[src/rtl/irqagg_pkg.sv]
package irqagg_pkg;

    localparam int TOP_TS_BIT  = 29;
    localparam int TOP_FAB_BIT = 28;
    localparam int CFG_OE_BIT  = 8;
    localparam int TS_EN_SHIFT = 16;
    localparam int BM_N        = 2;
    localparam int SE_N        = 1;

    localparam int A_TOP_STAT = 0;
    localparam int A_TOP_EN   = 1;
    localparam int A_CFG      = 2;
    localparam int A_TS       = 3;
    localparam int A_FAB_PEND = 4;
    localparam int A_FAB_MASK = 5;
    localparam int A_BM_PEND  = 6;
    localparam int A_BM_MASK  = 7;
    localparam int A_SE_PEND  = 8;
    localparam int A_SE_MASK  = 9;
    localparam int A_MAC_BASE = 10;

    typedef enum logic {
        OUT_QUIET  = 1'b0,
        OUT_RAISED = 1'b1
    } irq_state_e;

    function automatic int mac_pend_addr(input int p);
        return A_MAC_BASE + 2 * p;
    endfunction

    function automatic int mac_mask_addr(input int p);
        return A_MAC_BASE + 2 * p + 1;
    endfunction

endpackage

[src/rtl/irqagg_leaf_bank.sv]
module irqagg_leaf_bank #(
    parameter int W = 2
) (
    input  logic         clk,
    input  logic         rst_n,
    input  logic [W-1:0] src,
    input  logic         clr_we,
    input  logic [W-1:0] clr_bits,
    input  logic         mask_we,
    input  logic [W-1:0] mask_bits,
    output logic [W-1:0] status,
    output logic [W-1:0] mask,
    output logic         any
);

    for (genvar i = 0; i < W; i++) begin : g_bit
        always_ff @(posedge clk or negedge rst_n) begin
            if (!rst_n) begin
                status[i] <= 1'b0;
            end else if (src[i]) begin
                status[i] <= 1'b1;
            end else if (clr_we && clr_bits[i]) begin
                status[i] <= 1'b0;
            end
        end

        always_ff @(posedge clk or negedge rst_n) begin
            if (!rst_n) begin
                mask[i] <= 1'b0;
            end else if (mask_we) begin
                mask[i] <= mask_bits[i];
            end
        end
    end

    assign any = |(status & mask);

endmodule

[src/rtl/irqagg_fabric_tier.sv]
module irqagg_fabric_tier #(
    parameter int PORTS = 3,
    localparam int FAB_N = 2 + PORTS
) (
    input  logic             clk,
    input  logic             rst_n,
    input  logic             bm_any,
    input  logic             se_any,
    input  logic [PORTS-1:0] mac_any,
    input  logic             mask_we,
    input  logic [FAB_N-1:0] mask_bits,
    output logic [FAB_N-1:0] fab_pend,
    output logic [FAB_N-1:0] fab_mask,
    output logic             fab_any
);

    assign fab_pend = {mac_any, se_any, bm_any};

    always_ff @(posedge clk or negedge rst_n) begin
        if (!rst_n) begin
            fab_mask <= '0;
        end else if (mask_we) begin
            fab_mask <= mask_bits;
        end
    end

    assign fab_any = |(fab_pend & fab_mask);

endmodule

[src/rtl/irqagg_out_fsm.sv]
module irqagg_out_fsm
    import irqagg_pkg::*;
(
    input  logic clk,
    input  logic rst_n,
    input  logic qualify,
    output logic irq
);

    irq_state_e state_q, state_d;

    always_ff @(posedge clk or negedge rst_n) begin
        if (!rst_n) begin
            state_q <= OUT_QUIET;
        end else begin
            state_q <= state_d;
        end
    end

    always_comb begin
        state_d = state_q;
        unique case (state_q)
            OUT_QUIET:  if (qualify)  state_d = OUT_RAISED;
            OUT_RAISED: if (!qualify) state_d = OUT_QUIET;
            default:    state_d = OUT_QUIET;
        endcase
    end

    always_comb begin
        irq = (state_q == OUT_RAISED);
    end

endmodule

[src/rtl/irqagg_ctrl.sv]
module irqagg_ctrl
    import irqagg_pkg::*;
#(
    parameter int DATA_W = 32,
    parameter int ADDR_W = 5,
    parameter int PORTS  = 3,
    localparam int TS_N  = 2 * PORTS + 3,
    localparam int FAB_N = 2 + PORTS
) (
    input  logic              clk,
    input  logic              rst_n,
    input  logic [ADDR_W-1:0] bus_addr,
    input  logic              bus_we,
    input  logic [DATA_W-1:0] bus_wdata,
    output logic [DATA_W-1:0] bus_rdata,
    input  logic [TS_N-1:0]   ts_src,
    input  logic [BM_N-1:0]   bm_src,
    input  logic [SE_N-1:0]   se_src,
    output logic              irq
);

    function automatic logic hit(input logic [ADDR_W-1:0] a, input int target);
        return a == ADDR_W'(target);
    endfunction

    logic wr_top_en, wr_cfg, wr_ts, wr_fab_mask;
    logic wr_bm_pend, wr_bm_mask, wr_se_pend, wr_se_mask;

    assign wr_top_en   = bus_we && hit(bus_addr, A_TOP_EN);
    assign wr_cfg      = bus_we && hit(bus_addr, A_CFG);
    assign wr_ts       = bus_we && hit(bus_addr, A_TS);
    assign wr_fab_mask = bus_we && hit(bus_addr, A_FAB_MASK);
    assign wr_bm_pend  = bus_we && hit(bus_addr, A_BM_PEND);
    assign wr_bm_mask  = bus_we && hit(bus_addr, A_BM_MASK);
    assign wr_se_pend  = bus_we && hit(bus_addr, A_SE_PEND);
    assign wr_se_mask  = bus_we && hit(bus_addr, A_SE_MASK);

    logic [TS_N-1:0] ts_status, ts_en;
    logic            ts_any;

    irqagg_leaf_bank #(.W(TS_N)) u_ts (
        .clk       (clk),
        .rst_n     (rst_n),
        .src       (ts_src),
        .clr_we    (wr_ts),
        .clr_bits  (bus_wdata[TS_N-1:0]),
        .mask_we   (wr_ts),
        .mask_bits (bus_wdata[TS_EN_SHIFT +: TS_N]),
        .status    (ts_status),
        .mask      (ts_en),
        .any       (ts_any)
    );

    logic [BM_N-1:0] bm_status, bm_mask;
    logic            bm_any;

    irqagg_leaf_bank #(.W(BM_N)) u_bm (
        .clk       (clk),
        .rst_n     (rst_n),
        .src       (bm_src),
        .clr_we    (wr_bm_pend),
        .clr_bits  (bus_wdata[BM_N-1:0]),
        .mask_we   (wr_bm_mask),
        .mask_bits (bus_wdata[BM_N-1:0]),
        .status    (bm_status),
        .mask      (bm_mask),
        .any       (bm_any)
    );

    logic [SE_N-1:0] se_status, se_mask;
    logic            se_any;

    irqagg_leaf_bank #(.W(SE_N)) u_se (
        .clk       (clk),
        .rst_n     (rst_n),
        .src       (se_src),
        .clr_we    (wr_se_pend),
        .clr_bits  (bus_wdata[SE_N-1:0]),
        .mask_we   (wr_se_mask),
        .mask_bits (bus_wdata[SE_N-1:0]),
        .status    (se_status),
        .mask      (se_mask),
        .any       (se_any)
    );

    logic [PORTS-1:0] mac_status, mac_mask, mac_any;

    for (genvar p = 0; p < PORTS; p++) begin : g_mac
        irqagg_leaf_bank #(.W(1)) u_mac (
            .clk       (clk),
            .rst_n     (rst_n),
            .src       (1'b0),
            .clr_we    (1'b0),
            .clr_bits  (1'b0),
            .mask_we   (bus_we && hit(bus_addr, mac_mask_addr(p))),
            .mask_bits (bus_wdata[0]),
            .status    (mac_status[p]),
            .mask      (mac_mask[p]),
            .any       (mac_any[p])
        );
    end

    logic [FAB_N-1:0] fab_pend, fab_mask;
    logic             fab_any;

    irqagg_fabric_tier #(.PORTS(PORTS)) u_fab (
        .clk       (clk),
        .rst_n     (rst_n),
        .bm_any    (bm_any),
        .se_any    (se_any),
        .mac_any   (mac_any),
        .mask_we   (wr_fab_mask),
        .mask_bits (bus_wdata[FAB_N-1:0]),
        .fab_pend  (fab_pend),
        .fab_mask  (fab_mask),
        .fab_any   (fab_any)
    );

    logic en_ts, en_fab, cfg_oe;

    always_ff @(posedge clk or negedge rst_n) begin
        if (!rst_n) begin
            en_ts  <= 1'b0;
            en_fab <= 1'b0;
        end else if (wr_top_en) begin
            en_ts  <= bus_wdata[TOP_TS_BIT];
            en_fab <= bus_wdata[TOP_FAB_BIT];
        end
    end

    always_ff @(posedge clk or negedge rst_n) begin
        if (!rst_n) begin
            cfg_oe <= 1'b0;
        end else if (wr_cfg) begin
            cfg_oe <= bus_wdata[CFG_OE_BIT];
        end
    end

    logic qualify;
    assign qualify = cfg_oe && ((ts_any && en_ts) || (fab_any && en_fab));

    irqagg_out_fsm u_out (
        .clk     (clk),
        .rst_n   (rst_n),
        .qualify (qualify),
        .irq     (irq)
    );

    always_comb begin
        bus_rdata = '0;
        case (bus_addr)
            ADDR_W'(A_TOP_STAT): begin
                bus_rdata[TOP_TS_BIT]  = ts_any;
                bus_rdata[TOP_FAB_BIT] = fab_any;
            end
            ADDR_W'(A_TOP_EN): begin
                bus_rdata[TOP_TS_BIT]  = en_ts;
                bus_rdata[TOP_FAB_BIT] = en_fab;
            end
            ADDR_W'(A_CFG):      bus_rdata[CFG_OE_BIT] = cfg_oe;
            ADDR_W'(A_TS): begin
                bus_rdata[TS_N-1:0]             = ts_status;
                bus_rdata[TS_EN_SHIFT +: TS_N]  = ts_en;
            end
            ADDR_W'(A_FAB_PEND): bus_rdata[FAB_N-1:0] = fab_pend;
            ADDR_W'(A_FAB_MASK): bus_rdata[FAB_N-1:0] = fab_mask;
            ADDR_W'(A_BM_PEND):  bus_rdata[BM_N-1:0]  = bm_status;
            ADDR_W'(A_BM_MASK):  bus_rdata[BM_N-1:0]  = bm_mask;
            ADDR_W'(A_SE_PEND):  bus_rdata[SE_N-1:0]  = se_status;
            ADDR_W'(A_SE_MASK):  bus_rdata[SE_N-1:0]  = se_mask;
            default: begin
                for (int p = 0; p < PORTS; p++) begin
                    if (hit(bus_addr, mac_pend_addr(p))) bus_rdata[0] = mac_status[p];
                    if (hit(bus_addr, mac_mask_addr(p))) bus_rdata[0] = mac_mask[p];
                end
            end
        endcase
    end

    logic unused_wdata;
    assign unused_wdata = ^bus_wdata;

endmodule

[config.mk]
export PLATFORM = sky130hd
export DESIGN_NAME = irqagg_ctrl
export DESIGN_NICKNAME = d
export VERILOG_FILES = /design/src/rtl/irqagg_pkg.sv /design/src/rtl/irqagg_leaf_bank.sv /design/src/rtl/irqagg_fabric_tier.sv /design/src/rtl/irqagg_out_fsm.sv /design/src/rtl/irqagg_ctrl.sv
export SDC_FILE = /design/constraint.sdc
export NUM_CORES = 1
export LEC_CHECK = 0
export ABC_AREA = 1
export BUFFER_PORTS_ARGS = -buffer_cell sky130_fd_sc_hd__buf_2
export CELL_PAD_IN_SITES_DETAIL_PLACEMENT = 2
export CELL_PAD_IN_SITES_GLOBAL_PLACEMENT = 2
export CORE_UTILIZATION = 28
export CTS_CLUSTER_DIAMETER = 40
export DETAILED_ROUTE_END_ITERATION = 7
export PLACE_DENSITY = 0.95
export RECOVER_POWER = 25
export SKIP_LAST_GASP = 1
export SLEW_MARGIN = 15
export SYNTH_ARGS = -nofsm -noshare
export SYNTH_HDL_FRONTEND = slang
export SYNTH_HIERARCHICAL = 1
export SYNTH_SLANG_ARGS = --single-unit
[constraint.sdc]
create_clock -name clk -period 1.6 [get_ports clk]
set_clock_uncertainty 0.05 [all_clocks]
set_input_delay 0.16 -clock clk [delete_from_list [all_inputs] [get_ports clk]]
set_output_delay 0.16 -clock clk [all_outputs]
set_load 0.02 [all_outputs]
==> impl_metrics.py <==
metrics = {
    "clock_tree": {
        "h-tree-depth": 2,
        "cts-root-buf": "clkbuf_8",
        "numCtsBuffers": 5,
        "cts_sinks": 39,
        "clk_pin_slew_worst_paths_ns": 0.09,
        "cts_tree": "built",
        "insertion_delay_ns": 0.31,
        "cts.path.max_buffers": 2,
    },
    "synthesis": {
        "syn-instance-count": 339,
        "syn_area_um2": 2350,
        "synth-edff-count": 0,
        "synth_cell_types": 24,
        "ys_seq_area_frac": 0.415,
        "syn_area_per_cell_um2": 6.94,
        "synth_top_cells_by_area": "dfrtp_1 41%, nand2_1 18%, inv_1 9.4%",
        "synth_top_area_share": 0.415,
        "synth_flop_cell": "dfrtp_1",
        "yosys.area.top_type": "dfrtp_1",
        "ys.warnings.count": 6,
        "ys_ff_latch": 39,
        "synth_common_cells": "111 x nand2_1, 59 x inv_1, 39 x dfrtp_1",
        "synthMostInstantiatedCell": "nand2_1",
        "synthArstFlopShare": 1.00,
    },
    "global_routing": {
        "grt_pass1_vias": 2797,
        "grt_max_degree": 40,
        "grt_pass1_wl_um": 14800,
        "grtUsageTotal": 0.226,
        "antenna_found_initial": 0,
        "grt-ovfl-total": 0,
    },
    "place": {
        "numPortBuffers": 60,
        "globalplace.congestion": 0.799,
        "dp_hpwl_um": 6220,
    },
    "cells_and_area": {
        "num_antenna_cells": 0,
        "area_growth_pct": 36.3,
        "drive_above_1_share": 0.296,
        "final_util": 0.392,
        "nFillCells": 957,
        "nets": 494,
    },
    "drt": {
        "drt-total-wl_um": 10500,
        "ant_nets": 0,
        "firstDrtPassIters": 4,
        "avgRoutedWirePerCell_um": 19.2,
        "viasPerCell": 4.74,
        "dr_total_vias": 2596,
        "drc": 0,
        "drt_iter0_drc": 101,
    },
    "timing": {
        "final_max_slew_viol_count": 0,
        "hold_violations": 1,
        "min_period_over_period": 1.09,
        "tightest_slew_ns": 1.04,
        "slew_headroom": 0.307,
        "final-setup-viol-count": 3,
        "timing.fmax_ghz": 0.572,
        "timing.hold.ws_ns": -0.000853,
        "fin_crit_ns": 1.75,
        "rsz0062_at_grt": "yes",
        "fin_ws_ns": -0.149,
    },
    "floorplan": {
        "fp-row-count": 33,
        "die_w_um": 93.7,
        "initial_core_util": 0.288,
        "die_h_um": 93.7,
        "num_io_pins": 85,
        "die-area_um2": 8780,
        "core-area_um2": 8180,
    },
    "worst_hold_path": {
        "hold_class": "input pin to flop",
    },
    "critical_path": {
        "required_ns": 1.39,
        "cp-start-kind": "flop",
        "critPathKind": "flop to primary output",
        "path_max_fanout": 3,
        "crit_arrival_ns": 1.54,
        "cp-end-kind": "primary output",
    },
    "pwr": {
        "power_uw": 2990,
        "p_seq_frac": 0.426,
        "p_per_area_nw_per_um2": 934,
        "power.internal_uw": 1910,
        "power_switching_uw": 1080,
        "p_sw_frac": 0.362,
        "p_clk_frac": 0.291,
        "pwr-share-comb": 0.283,
        "ir_drop_mv": 0.376,
        "p_leak_uw": 0.00176,
    },
    "run_status": {
        "status": "finished with violations",
        "violations": "negative hold slack, negative setup slack",
    },
    "flow_run": {
        "maxCapViolCount": 0,
    },
}
## layout make-up
cell class	instances	area, um^2	share of cell area
clock buffer	5	68.8	0.0215
clock inverter	3	43.8	0.0137
inverter	61	229	0.0714
multi-input combinational	235	1110	0.346
sequential	39	976	0.304
tap	105	131	0.0410
timing repair buffer	100	648	0.202
## sequential cells by signal (all words and copies together) (netlist names)
signal and cells:
u_fab/fab_mask 5, cfg_oe 1, u_bm/mask 2, g_mac.u_mac/mask 3, u_se/status 1, en_fab 1, en_ts 1, u_bm/status 2
u_out/irq 1, g_mac.u_mac/status 3, u_ts/mask 9, u_se/mask 1, u_ts/status 9
## worst max-delay path, stage by stage (launching register included)
cell and delay (ns):
dfrtp_1 0.43, nand2_2 0.12, inv_2 0.04, nand2_2 0.06
nand2_1 0.04, nor2_1 0.15, nand2_2 0.09, nand3_2 0.10
o21ai_2 0.07, buf_6 0.13
## stage by stage
step	cell area [um^2]	instances	setup TNS, ns	setup WS, ns
after floorplan	2430	359	0	0.254
after global placement	2780	511	0	0.168
after detailed placement	2780	511	0	0.108
after CTS	3080	536	-0.246	-0.136
after global routing	3210	548	-0.478	-0.194
final	3210	548	-0.334	-0.149
## routing by layer
metal | global-route usage | vias to the layer above | wire [um]
met5 | 0 | - | 0
met4 | 0.0526 | 0 | 350
met3 | 0.0316 | 26 | 413
met2 | 0.445 | 81 | 5620
met1 | 0.251 | 1291 | 4150
li1 | - | 1198 | -
## placed cells by master (no fill, tap or decap), types with 2 or more instances in the layout
| cell type | Yosys | routed |
|---|---|---|
| nand2_1 | 111 | 98 |
| buf_2 | 2 | 57 |
| inv_1 | 59 | 56 |
| dfrtp_1 | 39 | 39 |
| nor2_1 | 34 | 32 |
| buf_4 | 18 | 30 |
| conb_1 | 1 | 21 |
| o21ai_1 | 14 | 15 |
| nand2_2 | 0 | 13 |
| nand3_1 | 15 | 11 |
| dlygate4sd3_1 | 0 | 9 |
| a21o_1 | 9 | 9 |
| nand4_1 | 5 | 5 |
| nor2_4 | 2 | 5 |
| nand3_2 | 1 | 5 |
| inv_2 | 2 | 5 |
| clkbuf_8 | 0 | 5 |
| o21ai_0 | 7 | 5 |
| nor3_1 | 4 | 4 |
| o21ai_2 | 2 | 3 |
| a21oi_1 | 3 | 3 |
| o22ai_1 | 2 | 2 |
| buf_6 | 4 | 2 |
## kinds of logic after synthesis
logic type             count (synthesis)  share of synthesized area
AOI/OAI and AO/OA                     38                     0.0957
buffers and inverters                 85                      0.178
DFF                                   39                      0.415
other                                  1                    0.00159
and+or+nand+nor                      176                      0.310
## power groups by stage
stage                     Combinational [uW]  Clock (uW)  Sequential (uW)
after detailed placement                 584           0             1270
after global routing                     917         918             1290
after floorplan                          414           0             1240
after global placement                   535           0             1250
final                                    848         872             1270
after CTS                                679         876             1250
## what timing repair did
item | CTS | global route
pin swaps | 6 | 14
hold endpoints to repair | 47 | 0
endpoints found under the setup margin | 3 | 6
resized for setup | 13 | 20
hold buffers | 9 | 0
buffers inserted | 8 | 12
gates cloned | 0 | 0
## final timing paths
kind	startpoint	to	slack (ns)	depth (start not counted)
min	bm_src[1]	u_bm/status[1]	-0.0009	3
max reg2reg	g_mac[0].u_mac/mask	u_out/irq	0.23	9
min reg2reg	u_bm/status[1]	u_bm/status[1]	0.49	2
max	g_mac[0].u_mac/mask	bus_rdata[28]	-0.15	9
min in group asynchronous	rst_n	u_ts/mask[3]	0.59	3
max in group asynchronous	rst_n	u_ts/mask[4]	0.26	3
No activity file was read; power rests on OpenSTA's default activity.
